--- config.mk ---
export PLATFORM = sky130hd
export DESIGN_NAME = oneshot_pfd
export DESIGN_NICKNAME = d
export VERILOG_FILES = /design/src/rtl/pfd_pkg.sv /design/src/rtl/pfd_edge_sync.sv /design/src/rtl/pfd_set_flop.sv /design/src/rtl/pfd_overlap_timer.sv /design/src/rtl/oneshot_pfd.sv
export SDC_FILE = /design/constraint.sdc
export NUM_CORES = 1
export LEC_CHECK = 0
export ABC_AREA = 0
export CAP_MARGIN = 20
export CORE_AREA = 2 2 39 41
export DETAILED_ROUTE_END_ITERATION = 10
export DIE_AREA = 0 0 41 43
export GPL_TIMING_DRIVEN = 0
export PLACE_DENSITY = 0.49
export SYNTH_ARGS = -nofsm -noshare
export SYNTH_HDL_FRONTEND = slang
export SYNTH_SLANG_ARGS = --single-unit
--- constraint.sdc ---
create_clock -name clk -period 1.41 [get_ports clk]
set_clock_uncertainty 0.2 [all_clocks]
set_input_delay 0.3525 -clock clk [delete_from_list [all_inputs] [get_ports clk]]
set_output_delay 0.3525 -clock clk [all_outputs]
set_load 0.01 [all_outputs]
--- src/rtl/pfd_pkg.sv ---
// Shared types for the single-capture phase detector.
// Assumes nothing beyond two input channels: reference and clock under test.
package pfd_pkg;
    localparam int NUM_CH = 2;
    localparam int CH_REF = 0;
    localparam int CH_CUT = 1;

    typedef logic [NUM_CH-1:0] ch_vec_t;
endpackage

--- src/rtl/pfd_edge_sync.sv ---
// Samples an asynchronous clock input through a short register chain
// and flags one cycle per rising edge.
// Assumes STAGES >= 2 and input high/low phases of at least one cycle.
module pfd_edge_sync #(
    parameter int STAGES = 2
) (
    input  logic clk,
    input  logic rst_n,
    input  logic din,
    output logic rise
);
    logic [STAGES-1:0] sr;

    // Shift the input sample through the chain.
    always_ff @(posedge clk) begin
        if (!rst_n) sr <= '0;
        else        sr <= {sr[STAGES-2:0], din};
    end

    // A rise is a fresh high following an older low.
    assign rise = sr[STAGES-2] & ~sr[STAGES-1];
endmodule

--- src/rtl/pfd_set_flop.sv ---
// Resettable set flop: one detector leg. Clear has priority over set.
// Assumes clr and set_en are synchronous to clk.
module pfd_set_flop (
    input  logic clk,
    input  logic rst_n,
    input  logic clr,
    input  logic set_en,
    output logic q
);
    // Hold the leg until a clear arrives.
    always_ff @(posedge clk) begin
        if (!rst_n || clr) q <= 1'b0;
        else if (set_en)   q <= 1'b1;
    end
endmodule

--- src/rtl/pfd_overlap_timer.sv ---
// Times how long both legs stay high and issues the release pulse
// after OVL_CYC cycles of overlap.
// Assumes OVL_CYC >= 1.
module pfd_overlap_timer #(
    parameter int OVL_CYC = 3
) (
    input  logic clk,
    input  logic rst_n,
    input  logic kill,
    input  logic both,
    output logic release_o
);
    localparam int CW = $clog2(OVL_CYC + 1);
    localparam logic [CW-1:0] LAST = CW'(OVL_CYC - 1);

    logic [CW-1:0] cnt;

    // Count overlap cycles; restart whenever the overlap ends.
    always_ff @(posedge clk) begin
        if (!rst_n || kill)  cnt <= '0;
        else if (!both)      cnt <= '0;
        else if (cnt == LAST) cnt <= '0;
        else                 cnt <= cnt + 1'b1;
    end

    assign release_o = both && (cnt == LAST);
endmodule

--- src/rtl/oneshot_pfd.sv ---
// Single-capture phase-frequency detector. The reference edge sets up,
// the clock-under-test edge sets dn, and both clear together after a
// fixed overlap. A sticky flag blocks any further capture until arm
// drops. Assumes the clock under test lags or matches the reference.
module oneshot_pfd
    import pfd_pkg::*;
#(
    parameter int SYNC_STAGES = 2,
    parameter int OVL_CYC     = 3
) (
    input  logic clk,
    input  logic rst_n,
    input  logic arm,
    input  logic ref_in,
    input  logic cut_in,
    output logic up,
    output logic nup,
    output logic dn
);
    ch_vec_t raw_in;
    ch_vec_t rise;
    ch_vec_t leg_q;
    logic    done_q;
    logic    both;
    logic    rel;
    logic    clr;

    assign raw_in[CH_REF] = ref_in;
    assign raw_in[CH_CUT] = cut_in;

    assign both = leg_q[CH_REF] & leg_q[CH_CUT];
    assign clr  = ~arm | rel;

    // One sampler and one set flop per input channel.
    for (genvar i = 0; i < NUM_CH; i++) begin : g_leg
        pfd_edge_sync #(.STAGES(SYNC_STAGES)) u_sync (
            .clk  (clk),
            .rst_n(rst_n),
            .din  (raw_in[i]),
            .rise (rise[i])
        );
        pfd_set_flop u_leg (
            .clk   (clk),
            .rst_n (rst_n),
            .clr   (clr),
            .set_en(arm & ~done_q & rise[i]),
            .q     (leg_q[i])
        );
    end

    pfd_overlap_timer #(.OVL_CYC(OVL_CYC)) u_ovl (
        .clk      (clk),
        .rst_n    (rst_n),
        .kill     (~arm),
        .both     (both),
        .release_o(rel)
    );

    // Sticky capture flag: set on release, cleared while disarmed.
    always_ff @(posedge clk) begin
        if (!rst_n || !arm) done_q <= 1'b0;
        else if (rel)       done_q <= 1'b1;
    end

    assign up  = leg_q[CH_REF];
    assign nup = ~leg_q[CH_REF];
    assign dn  = leg_q[CH_CUT];
endmodule

# Yosys cells after proc, flatten, opt, wreduce, memory -nomap -nowiden
# Index checks and enable logic that the tools add are counted.
# op_classes
add_sub_neg	1
mul	0
n_div	0
order_cmp	0
eq_ne	1
n_shift	0
n_mux	0
bitwise	13
reduce_logical	7
# ops
op	n
1-bit bitwise AND	6
1-bit inverter	6
1-bit logical OR	3
3-bit OR reduction	1
2-bit by 1-bit adder with 2-bit output (second input constant)	1
2-bit == test (second input constant)	1
1-bit zero test	2
1-bit logical AND	1
1-bit bitwise OR	1
# word_totals
ff_bits	9
latchBits	0
ram_bits	0
romBits	0
inputBits	5
output_inout_bits	3
memories	0

# Logic depth before layout (Yosys ltp)
# depth
word_depth	4
mapped_depth	4

# By module
# A second synthesis with hierarchy kept.
# unflattened
hier_cells	32
area_unflattened_um2	355.3
# by_module_without_submodules
module	n_inst	cells_per_inst	area_each_um2	seq_area_each_um2
pfd_edge_sync	2	5	66.3	40.0
pfd_overlap_timer	1	8	82.6	40.0
pfd_set_flop	2	3	36.3	20.0
oneshot_pfd	1	8	67.6	20.0

# Worst setup path after synthesis
# OpenSTA, ideal clock, no wires.
# synth_timing
path_type	reg-to-reg
start	register u_ovl.cnt[0]
end	register u_ovl.cnt[1]
setup_time_ns	0.092
arrival_ns	0.824
t_required_ns	1.118
slack_ns	0.294
stages_incl_launch_ff	4
path_buffers	0
synth_period_minus_slack_ns	1.116
path_cell_list	dfxtp_1 > inv_1 > ha_1 > nor4_1
# synth_between
elab_chain_cells	2
elab_cells_between_ends	3
cone_classes	1 x add/sub; 1 x eq/ne; 1 x reduce/logical
# synth_lines
element	line	rtl
from (decl)	pfd_overlap_timer.sv:16	logic [CW-1:0] cnt;
from (signal assigned)	pfd_overlap_timer.sv:23	else cnt <= cnt + 1'b1;
2-bit == test	pfd_overlap_timer.sv:22	else if (cnt == LAST) cnt <= '0;
3-bit OR reduction (no source line)	--	
# Parallel ways exist; a longest one is shown, timed or not.
# A chain may end at the register's enable or synchronous reset.

# Final worst setup path
# layout_timing
start	register g_leg[1].u_leg.q
end	output port dn
# layout_lines
element	line	rtl
from (decl)	pfd_set_flop.sv:8	output logic q
from (signal assigned)	pfd_set_flop.sv:12	if (!rst_n || clr) q <= 1'b0;
from (signal assigned)	pfd_set_flop.sv:13	else if (set_en) q <= 1'b1;
to (decl)	oneshot_pfd.sv:18	output logic dn
# No word-level cell between the ends.

==> flow_metrics.tcl <==
set metrics [dict create \
    min_path_type "reg2reg" \
    overflow 0 \
    layout-drive-gt1-share 0.3590 \
    path_delay_family "flip-flops" \
    post-place-ws_ps -230.6 \
    place.gp.congestion 0.7427 \
    synth_top_family_by_area "simple AND/OR/NAND/NOR gates" \
    slowest_stage "dfxtp_2" \
    wirelength_um 484 \
    setup.worst_path.end_class "output pin" \
    die_area_um2 1763 \
    stdcell_count 55 \
    diodes 0 \
    wire_per_inst_um 8.800 \
    synth_fa_ha_area_frac 0.04032 \
    setup_viol 0 \
    slew_violations 0 \
    critical_path.cell_chain "clkdlybuf4s15_2" \
    grt_use_total 0.08182 \
    final_cell_mix "7 x dfxtp_1, 3 x inv_1, 3 x and2_2, 3 x clkbuf_4, 3 x clkdlybuf4s50_1" \
    synth_compound_area_frac 0.08871 \
    tightest_slew_ps 217.5 \
    clk_pin_slew_worst_paths_ps 60 \
    power.total_uw 483.6 \
    placed_cells 50 \
    finalNetCount 46 \
    antenna_found_initial 0 \
    ys_seq_elements 9 \
    drv_cap 0 \
    cts_buffers 3 \
    outcome "finished, final reports clean" \
    insertion_delay_ps 260 \
    critPathKind "reg2out" \
    syn_to_final_growth_pct 38.71 \
    synthesis.nets 33 \
    yosysWarnings 0 \
    maxSlewHeadroom 0.8536 \
    htree_num_levels 1 \
    ys_seq_area_frac 0.5806 \
    fin_crit_sh 0.9741 \
    via_per_inst 4.273 \
    hold_viol 0 \
    num-fill-cells 150 \
    drtIter0Drc 2 \
    leakagePower_nw 0.1728 \
    ant_nets 0 \
    power.density_nw_per_um2 1124 \
    die_x_um 41 \
    synth_mux_area_frac 0 \
    avgSynthCellArea_um2 11.49 \
    rsz0062_at_grt "false" \
    start_util 0.2242 \
    worstPathMaxFanout 4 \
    final_common_cell "dfxtp_1" \
    critical_path.startpoint_type "flip-flop" \
    dieHeight_um 43 \
    synthXorXnorAreaFrac 0 \
    peakVddDrop_mv 0.5364 \
    clock.fmax_ghz 0.7281 \
    io_pins 8 \
    required_ps 860 \
    final_util 0.3110 \
    setup_slack_ps 36.47 \
    firstDrtPassIters 4 \
    root_buffer "clkbuf_4" \
    clock_sinks 9 \
    arrival_ps 820 \
    syn_area_um2 310.3 \
    grt_max_degree 8 \
    cts_tree "yes" \
    min_period_ps 1374 \
    synth-simple-area-share 0.2540 \
    clock_path_buffers 2 \
    timing.critical_path.slowest_cell_delay_ps 340 \
    crit_buf_inv 1 \
    remaining_drc_errors 0 \
    hold_buffers 0 \
    grt_pass1_vias 225 \
    rows 14 \
    dr_total_vias 235 \
    netlist_instances 27 \
    grt_pass1_wl_um 883 \
    numPortBuffers 7 \
    synth_cell_types 11 \
    core_area_um2 1384 \
]
==> metal layers <==
metal | track usage | share of wire
met4 | 0.06000 | 0.031
met1 | 0.09180 | 0.42
met3 | 0.04712 | 0.087
met2 | 0.1094 | 0.46
met5 | 0 | 0
==> path summary, 6_finish.rpt <==
check                         from           end  slack [ps]  cells after the start
setup / recovery  g_leg[1].u_leg.q            dn          40                      1
hold / removal        u_ovl.cnt[0]  u_ovl.cnt[0]         220                      1
setup reg to reg      u_ovl.cnt[0]  u_ovl.cnt[1]         220                      3
hold reg to reg       u_ovl.cnt[0]  u_ovl.cnt[0]         220                      1
==> flip-flops by register name (all words and copies together) (netlist names) <==
name             count
g_leg.u_sync.sr      4
u_ovl.cnt            2
g_leg.u_leg.q        2
done_q               1
==> report_power, final <==
group	switching [mW]	leakage (nW)	internal [mW]
combinational	0.00974	0.0834	0.0183
clock	0.0834	0.0150	0.109
sequential	0.00232	0.0744	0.261
total	0.0955	0.173	0.388
==> cell type report <==
cell class / count / area (um^2) / share of cell area
Multi-Input combinational cell: 15 / 118.9 / 0.2762
Tap cell: 16 / 20.02 / 0.04651
Clock buffer: 4 / 26.28 / 0.06105
Inverter: 3 / 11.26 / 0.02616
Timing Repair Buffer: 8 / 71.32 / 0.1657
Sequential cell: 9 / 182.7 / 0.4244
==> Yosys cell counts <==
library cell  number  share of area
dfxtp_1            9           0.58
nand3_1            1          0.016
inv_1              3          0.036
nand2_1            2          0.024
nor4_1             2          0.040
and4bb_2           2          0.081
a21oi_1            1          0.016
and2_2             3          0.073
and2_1             1          0.020
o2111a_1           2          0.073
ha_1               1          0.040
==> timing repair <==
item | CTS | global route
endpoints found under the setup margin | 3 | 3
gates resized for setup | 9 | 3
buffers inserted | 1 | 0
==> stage by stage <==
step	instance area (um^2)	hold WS, ps	TNS [ps]
2_1_floorplan	310.3	198.1	0
3_3_place_gp	400.4	205.1	-918.0
3_5_place_dp	400.4	215.2	-1144
4_1_cts	437.9	223.8	0
5_1_grt	430.4	250.1	0
6_report	430.4	221.4	0
==> cell families after synthesis <==
kind of cell	Yosys count
buffers and inverters	3
DFF	9
and+or+nand+nor	11
adders and majority gates	1
AOI/OAI and AO/OA	3
Power figures use the tool's default switching activity.
